$ cat config.mk
export PLATFORM = sky130hd
export DESIGN_NAME = pm_mailbox
export DESIGN_NICKNAME = d
export VERILOG_FILES = /design/src/rtl/pm_mbx_pkg.sv /design/src/rtl/pm_host_decode.sv /design/src/rtl/pm_buf_regs.sv /design/src/rtl/pm_status_ctl.sv /design/src/rtl/pm_irq_gate.sv /design/src/rtl/pm_mailbox.sv
export SDC_FILE = /design/constraint.sdc
export NUM_CORES = 1
export LEC_CHECK = 0
export BUFFER_PORTS_ARGS = -buffer_cell sky130_fd_sc_hd__buf_2
export CAP_MARGIN = 20
export CORE_AREA = 5 5 79 81
export DETAILED_ROUTE_END_ITERATION = 8
export DIE_AREA = 0 0 84 86
export GPL_ROUTABILITY_DRIVEN = 0
export GPL_TIMING_DRIVEN = 0
export PLACE_DENSITY = 0.73
export SYNTH_ARGS = -nofsm -noshare
export SYNTH_HDL_FRONTEND = slang
export SYNTH_HIERARCHICAL = 1
export SYNTH_SLANG_ARGS = --single-unit
$ cat constraint.sdc
create_clock -name clk -period 3 [get_ports clk]
set_input_delay 0.3 -clock clk [delete_from_list [all_inputs] [get_ports clk]]
set_output_delay 0.3 -clock clk [all_outputs]
set_load 0.005 [all_outputs]
$ cat src/rtl/pm_mbx_pkg.sv
package pm_mbx_pkg;
  localparam int unsigned BW = 8;
  localparam logic [BW-1:0] CORE_MASK = 8'hF4;
  localparam int unsigned OBF_BIT = 0;
  localparam int unsigned IBF_BIT = 1;
  localparam int unsigned CD_BIT  = 3;

  typedef struct packed {
    logic ibf_ie;
    logic obe_ie;
    logic mode;
  } chan_ctl_t;

  typedef struct packed {
    logic ibf_ie;
    logic obe_ie;
  } glob_ctl_t;
endpackage

$ cat src/rtl/pm_host_decode.sv
module pm_host_decode #(
  parameter int unsigned AW = 16
) (
  input  logic [AW-1:0] cfg_data_addr,
  input  logic [AW-1:0] cfg_cmd_addr,
  input  logic [AW-1:0] host_addr,
  input  logic          host_wr,
  input  logic          host_rd,
  output logic          data_wr,
  output logic          cmd_wr,
  output logic          data_rd,
  output logic          cmd_rd
);
  logic hit_data, hit_cmd;

  always_comb begin
    hit_data = (host_addr == cfg_data_addr);
    hit_cmd  = (host_addr == cfg_cmd_addr) && !hit_data;
    data_wr  = host_wr && hit_data;
    cmd_wr   = host_wr && hit_cmd;
    data_rd  = host_rd && hit_data;
    cmd_rd   = host_rd && hit_cmd;
  end
endmodule

$ cat src/rtl/pm_buf_regs.sv
module pm_buf_regs
  import pm_mbx_pkg::*;
(
  input  logic          clk,
  input  logic          rst,
  input  logic          data_wr,
  input  logic          cmd_wr,
  input  logic          data_rd,
  input  logic          cmd_rd,
  input  logic [BW-1:0] host_wdata,
  input  logic [BW-1:0] status,
  input  logic          core_ib_rd,
  input  logic          core_ob_wr,
  input  logic [BW-1:0] core_ob_wdata,
  output logic [BW-1:0] ibuf,
  output logic          ibf,
  output logic          obf,
  output logic          cd_flag,
  output logic [BW-1:0] host_rdata,
  output logic          host_rvalid
);
  logic [BW-1:0] obuf;
  logic          any_wr;

  assign any_wr = data_wr || cmd_wr;

  always_ff @(posedge clk) begin
    if (rst) begin
      ibuf    <= '0;
      ibf     <= 1'b0;
      cd_flag <= 1'b0;
    end else begin
      if (any_wr) begin
        ibuf    <= host_wdata;
        cd_flag <= cmd_wr;
      end
      if (any_wr)          ibf <= 1'b1;
      else if (core_ib_rd) ibf <= 1'b0;
    end
  end

  always_ff @(posedge clk) begin
    if (rst) begin
      obuf <= '0;
      obf  <= 1'b0;
    end else begin
      if (core_ob_wr)   obuf <= core_ob_wdata;
      if (core_ob_wr)   obf  <= 1'b1;
      else if (data_rd) obf  <= 1'b0;
    end
  end

  always_ff @(posedge clk) begin
    if (rst) begin
      host_rdata  <= '0;
      host_rvalid <= 1'b0;
    end else begin
      host_rvalid <= data_rd || cmd_rd;
      if (data_rd)     host_rdata <= obuf;
      else if (cmd_rd) host_rdata <= status;
    end
  end
endmodule

$ cat src/rtl/pm_status_ctl.sv
module pm_status_ctl
  import pm_mbx_pkg::*;
(
  input  logic          clk,
  input  logic          rst,
  input  logic          core_st_wr,
  input  logic [BW-1:0] core_st_wdata,
  input  logic          core_ctl_wr,
  input  chan_ctl_t     core_ctl_wdata,
  input  logic          core_ctlst_wr,
  input  logic [BW-1:0] core_ctlst_wdata,
  input  logic          core_gctl_wr,
  input  glob_ctl_t     core_gctl_wdata,
  output logic [BW-1:0] user_bits,
  output logic          en_obe,
  output logic          en_ibf
);
  chan_ctl_t     chan_q;
  glob_ctl_t     glob_q;
  logic [BW-1:0] user_q;

  always_ff @(posedge clk) begin
    if (rst) begin
      chan_q <= '0;
      glob_q <= '0;
      user_q <= '0;
    end else begin
      if (core_ctl_wr)  chan_q <= core_ctl_wdata;
      if (core_gctl_wr) glob_q <= core_gctl_wdata;
      if (core_st_wr)
        user_q <= (user_q & ~CORE_MASK) | (core_st_wdata & CORE_MASK);
      else if (core_ctlst_wr && chan_q.mode)
        user_q <= (user_q & ~CORE_MASK) | (core_ctlst_wdata & CORE_MASK);
    end
  end

  always_comb begin
    user_bits = user_q & CORE_MASK;
    if (chan_q.mode) begin
      en_obe = chan_q.obe_ie;
      en_ibf = chan_q.ibf_ie;
    end else begin
      en_obe = glob_q.obe_ie;
      en_ibf = glob_q.ibf_ie;
    end
  end
endmodule

$ cat src/rtl/pm_irq_gate.sv
module pm_irq_gate (
  input  logic clk,
  input  logic rst,
  input  logic obf,
  input  logic ibf,
  input  logic en_obe,
  input  logic en_ibf,
  output logic irq_obe,
  output logic irq_ibf
);
  always_ff @(posedge clk) begin
    if (rst) begin
      irq_obe <= 1'b0;
      irq_ibf <= 1'b0;
    end else begin
      irq_obe <= !obf && en_obe;
      irq_ibf <= ibf && en_ibf;
    end
  end
endmodule

$ cat src/rtl/pm_mailbox.sv
module pm_mailbox
  import pm_mbx_pkg::*;
#(
  parameter int unsigned AW = 16
) (
  input  logic          clk,
  input  logic          rst,
  input  logic [AW-1:0] cfg_data_addr,
  input  logic [AW-1:0] cfg_cmd_addr,
  input  logic [AW-1:0] host_addr,
  input  logic          host_wr,
  input  logic          host_rd,
  input  logic [7:0]    host_wdata,
  output logic [7:0]    host_rdata,
  output logic          host_rvalid,
  input  logic          core_ib_rd,
  output logic [7:0]    core_ib_data,
  input  logic          core_ob_wr,
  input  logic [7:0]    core_ob_wdata,
  input  logic          core_st_wr,
  input  logic [7:0]    core_st_wdata,
  input  logic          core_ctl_wr,
  input  logic [2:0]    core_ctl_wdata,
  input  logic          core_ctlst_wr,
  input  logic [7:0]    core_ctlst_wdata,
  input  logic          core_gctl_wr,
  input  logic [1:0]    core_gctl_wdata,
  output logic [7:0]    core_status,
  output logic          irq_obe,
  output logic          irq_ibf
);
  logic          data_wr, cmd_wr, data_rd, cmd_rd;
  logic          ibf, obf, cd_flag, en_obe, en_ibf;
  logic [BW-1:0] user_bits, status;

  pm_host_decode #(.AW(AW)) dec_i (
    .cfg_data_addr(cfg_data_addr),
    .cfg_cmd_addr (cfg_cmd_addr),
    .host_addr    (host_addr),
    .host_wr      (host_wr),
    .host_rd      (host_rd),
    .data_wr      (data_wr),
    .cmd_wr       (cmd_wr),
    .data_rd      (data_rd),
    .cmd_rd       (cmd_rd)
  );

  always_comb begin
    status          = user_bits;
    status[OBF_BIT] = obf;
    status[IBF_BIT] = ibf;
    status[CD_BIT]  = cd_flag;
  end

  pm_buf_regs buf_i (
    .clk          (clk),
    .rst          (rst),
    .data_wr      (data_wr),
    .cmd_wr       (cmd_wr),
    .data_rd      (data_rd),
    .cmd_rd       (cmd_rd),
    .host_wdata   (host_wdata),
    .status       (status),
    .core_ib_rd   (core_ib_rd),
    .core_ob_wr   (core_ob_wr),
    .core_ob_wdata(core_ob_wdata),
    .ibuf         (core_ib_data),
    .ibf          (ibf),
    .obf          (obf),
    .cd_flag      (cd_flag),
    .host_rdata   (host_rdata),
    .host_rvalid  (host_rvalid)
  );

  pm_status_ctl st_i (
    .clk             (clk),
    .rst             (rst),
    .core_st_wr      (core_st_wr),
    .core_st_wdata   (core_st_wdata),
    .core_ctl_wr     (core_ctl_wr),
    .core_ctl_wdata  (chan_ctl_t'(core_ctl_wdata)),
    .core_ctlst_wr   (core_ctlst_wr),
    .core_ctlst_wdata(core_ctlst_wdata),
    .core_gctl_wr    (core_gctl_wr),
    .core_gctl_wdata (glob_ctl_t'(core_gctl_wdata)),
    .user_bits       (user_bits),
    .en_obe          (en_obe),
    .en_ibf          (en_ibf)
  );

  pm_irq_gate irq_i (
    .clk    (clk),
    .rst    (rst),
    .obf    (obf),
    .ibf    (ibf),
    .en_obe (en_obe),
    .en_ibf (en_ibf),
    .irq_obe(irq_obe),
    .irq_ibf(irq_ibf)
  );

  assign core_status = status;
endmodule

After elaboration in Yosys (flattened, before gate mapping) --
Cells that the tools add are included.
Word-level totals: bits in registers 43, input bits 95, output and inout port bits 27, logic and storage cells 45
Cells by class: equality and inequality tests 2, muxes and demuxes 10, bitwise logic cells 2, reductions and logical operators 16
Operator list (number):
- == test 16 bit | 2
- 2-to-1 mux 8 bit | 4
- bitwise OR 4 x 8 -> 8 bit | 2
- logical AND 1 bit | 8
- nonzero test 2 bit | 4
- 2-to-1 mux 1 bit | 6
- logical NOT 1 bit | 2
- logical OR 1 bit | 2

Depth between registers and ports, before layout --
depth after elaboration 6, gate-level depth with buffers 7, depth with buffers taken out 6

By module --
Netlist, hierarchy kept.
Modules (own cells, without submodules):
- pm_buf_regs | times used 1, cells each 112, area each 1112.3 um^2, seq. area each 560.5 um^2
- pm_status_ctl | times used 1, cells each 50, area each 544.3 um^2, seq. area each 200.2 um^2
- pm_host_decode | times used 1, cells each 46, area each 376.6 um^2, seq. area each 0.0 um^2
- pm_irq_gate | times used 1, cells each 4, area each 56.3 um^2, seq. area each 40.0 um^2
- pm_mailbox | times used 1, cells each 3, area each 22.5 um^2, seq. area each 0.0 um^2

Worst setup path before layout --
OpenSTA, ideal clock, no wires.
path type input to register, from input port host_addr[5], to register buf_i.ibuf[0], library setup time 0.070 ns, data arrival time 1.745 ns, required time 2.930 ns, path slack 1.185 ns, cell stages on the path 7, path buffers 1, path through xor2_1 > nor4_1 > nand4_1 > nor3b_1 > buf_2 > o21ai_1 > a21oi_1
Between the ends: word-level cells in the longest chain between the ends 5, elaborated cells on any way between the ends 7, classes of those cells eq/ne (2); reduce/logical (5)
RTL lines:
- from (decl) | line pm_mailbox.sv:10 | input logic [AW-1:0] host_addr,
- == test 16 bit | line pm_host_decode.sv:17 | hit_data = (host_addr == cfg_data_addr);
- logical NOT 1 bit | line pm_host_decode.sv:18 | hit_cmd = (host_addr == cfg_cmd_addr) && !hit_data;
- logical AND 1 bit * | line pm_host_decode.sv:18
- logical AND 1 bit * | line pm_host_decode.sv:20 | cmd_wr = host_wr && hit_cmd;
- named net cmd_wr | line pm_mailbox.sv:32 | logic data_wr, cmd_wr, data_rd, cmd_rd;
- logical OR 1 bit * | line pm_buf_regs.sv:25 | assign any_wr = data_wr || cmd_wr;
- to (signal assigned) | line pm_buf_regs.sv:34 | ibuf <= host_wdata;
- to (decl) | line pm_buf_regs.sv:15 | output logic [BW-1:0] ibuf,
Mark *: on every way through the listed nets, which the timed path passes. The rest lies on a longest branch. A chain may end at the register's enable or synchronous reset.

Final worst setup path --
from input port host_addr[11], to register buf_i.ibuf[1]
Same word-level chain as after synthesis.

==> metrics.md <==
| Metric | Value |
|---|---|
| Status | `completed` |
| Max_cap viols | `0` |
| Worst-skew pair later-pin latency | `290 ps` |
| Hold Crit Class | `in -> reg` |
| # H-tree levels | `2` |
| Crit-path most repeated cell | `buf_2` |
| Maximum VDD drop | `164.9 uV` |
| Switching Share | `23.70%` |
| Initial DRC count | `49` |
| DRC | `0` |
| Reg power frac | `47.5%` |
| CP endpoint kind | `flop` |
| Hold buffer count at cts | `0` |
| Achievable frequency | `465.8 MHz` |
| Pwr Density | `411.4 nW/um^2` |
| Final setup vio count | `0` |
| Io pins | `122` |
| Unrepaired setup endpoints after global routing | `no` |
| Largest net degree at the start of global routing | `15` |
| P&R area growth vs syn | `36.95%` |
| CP Data Required Time | `3220 ps` |
| Mapped Cells | `211` |
| Worst setup margin | `853.1 ps` |
| Crit path max fanout | `10` |
| Comb power frac | `14.9%` |
| Switching power | `278.5 uW` |
| Endpoints failing hold | `0` |
| Post-Syn Nets | `306` |
| Final nets | `426` |
| Final period util | `71.56%` |
| DIE WIDTH | `84 um` |
| Worst-path cell chain | `buf_2 -> xor2_1 -> nor4_1 -> nand4_1 -> nor3b_1 -> buf_2 -> o21ai_1 -> a21oi_1` |
| Tmin final | `2147 ps` |
| Fin area | `2856 sq um` |
| Clock buffer depth | `2` |
| Num rows | `27` |
| Total leakage power | `1.310 nW` |
| Slowest CP cell | `nor3b_1` |
| Buffers on Ports | `113` |
| CTS buffer count | `5` |
| Int Power | `896.6 uW` |
| First-pass GRT wire length | `8.473 mm` |
| Clock Skew | `5.168 ps` |
| Drt first pass iters | `3` |
| Vias/cell | `4.693` |
| Clock transition at path regs | `70 ps` |
| Initial cell density of the core | `38.59%` |
| DPL Wire Length | `4.277 mm` |
| ANT nets after route | `0` |
| Worst path max stage delay | `700 ps` |
| Share of layout cells above drive strength 1 | `44.58%` |
| Critical Path Source Type | `input pin` |
| Relative max-transition margin | `45.73%` |
| Clock Tree Root | `clkbuf_8` |
| Post_cts resized | `0` |
| Clock power frac | `37.6%` |
| Yosys Warn Count | `6` |
| Total Routed Length | `5.142 mm` |
| Pins Over Slew Limit | `0` |
| Pre-CTS setup slack | `480.9 ps` |
| Vias in the first global route | `1874` |
| Mapped Area | `2086 sq um` |
| Fin Setup TNS | `0 ps` |
| Overflow after GRT | `0` |
| Worst slew pin tran | `812.2 ps` |
| WL/cell | `12.73 um` |
| Die Ht | `86 um` |
| Total track usage | `14.24%` |
| Clock sinks | `40` |
| CTS tree | `yes` |
| Core area | `5405 sq um` |
| CP Class | `in -> reg` |
| Area after DPL | `2741 sq um` |
| Post-CTS Setup Bufs | `0` |
| Final core occ | `52.85%` |
| Final Power | `1.175 mW` |
| Initial antenna violation count | `0` |
| Die area | `7224 sq um` |
| Routed vias | `1896` |
| # diodes | `0` |
| Synthesized area per cell | `9.885 sq um` |
| Critical Path AT | `2370 ps` |
-- cell type report --
class | instances | area (sq um)
clock buffers | 5 | 68.82
repair buffers | 113 | 565.5
flip-flops and latches | 40 | 800.8
plain buffers | 15 | 95.09
clock inverters | 3 | 46.29
well taps | 72 | 90.09
multi-input cells | 148 | 1160
fillers | 534 | 2549
inverters | 8 | 30.03
-- path summary, 6_finish.rpt --
check | from | end | slack, ps | depth (start not counted)
worst max-delay path | host_addr[11] | buf_i/ibuf[1]$_SDFFE_PP0P_ | 850 | 8
worst min-delay path | rst | irq_i/irq_obe$_SDFF_PP0_ | 220 | 2
worst max register to register | st_i/chan_q[0]$_SDFFE_PP0P_ | irq_i/irq_ibf$_SDFF_PP0_ | 1850 | 3
worst min register to register | st_i/glob_q[1]$_SDFFE_PP0P_ | st_i/glob_q[1]$_SDFFE_PP0P_ | 490 | 2
-- critical path: cells and delay by family --
| family | cells | cell delay, ps |
|---|---|---|
| and+or+nand+nor | 3 | 1220 |
| xor gates and xnor gates | 1 | 150 |
| buffers and inverters | 2 | 450 |
| AOI/OAI and AO/OA | 2 | 230 |
-- per-layer routing --
metal  vias to the layer above  track usage, %  part of all wire (%)
met5                         -               0                     0
met1                       844           16.50                    39
met4                         0           4.532                   1.1
met3                         4           4.611                   7.7
li1                        988               -                     -
met2                        60           24.95                    52
-- cell usage in the layout, fill, tap and decap left out, drive strengths merged, types with 5 or more instances in the layout --
cell	instances
o21ai	8
xnor2	16
nor2	16
nor4	5
a2111oi	5
clkbuf	7
dfxtp	40
mux2i	21
nor2b	8
buf	126
a21oi	11
or3b	8
xor2	16
inv	9
a211oi	13
nand4	5
and4bb	5
-- through the flow --
step | instances | hold WS, ps
after floorplan | 211 | 375.8
after global placement | 396 | 473.8
after detailed placement | 396 | 484.1
after CTS | 404 | 212.1
after global routing | 404 | 229.8
final | 404 | 224.5
-- registers in the layout (all words and copies together), names as in the netlist --
signal and cells:
buf_i/ibf 1, buf_i/cd_flag 1, irq_i/irq_obe 1, buf_i/host_rvalid 1, buf_i/host_rdata 8, irq_i/irq_ibf 1
st_i/user_q 5, st_i/glob_q 2, buf_i/obuf 8, buf_i/obf 1, st_i/chan_q 3, buf_i/ibuf 8
-- power by group through the flow --
| stage | Sequential, mW | Clock, mW | Combinational (mW) |
|---|---|---|---|
| 2_1_floorplan | 0.569 | 0 | 0.0895 |
| 3_3_place_gp | 0.571 | 0 | 0.172 |
| 3_5_place_dp | 0.571 | 0 | 0.177 |
| 4_1_cts | 0.559 | 0.460 | 0.178 |
| 5_1_grt | 0.561 | 0.482 | 0.195 |
| 6_report | 0.559 | 0.442 | 0.175 |
No activity file was read; power rests on OpenSTA's default activity.
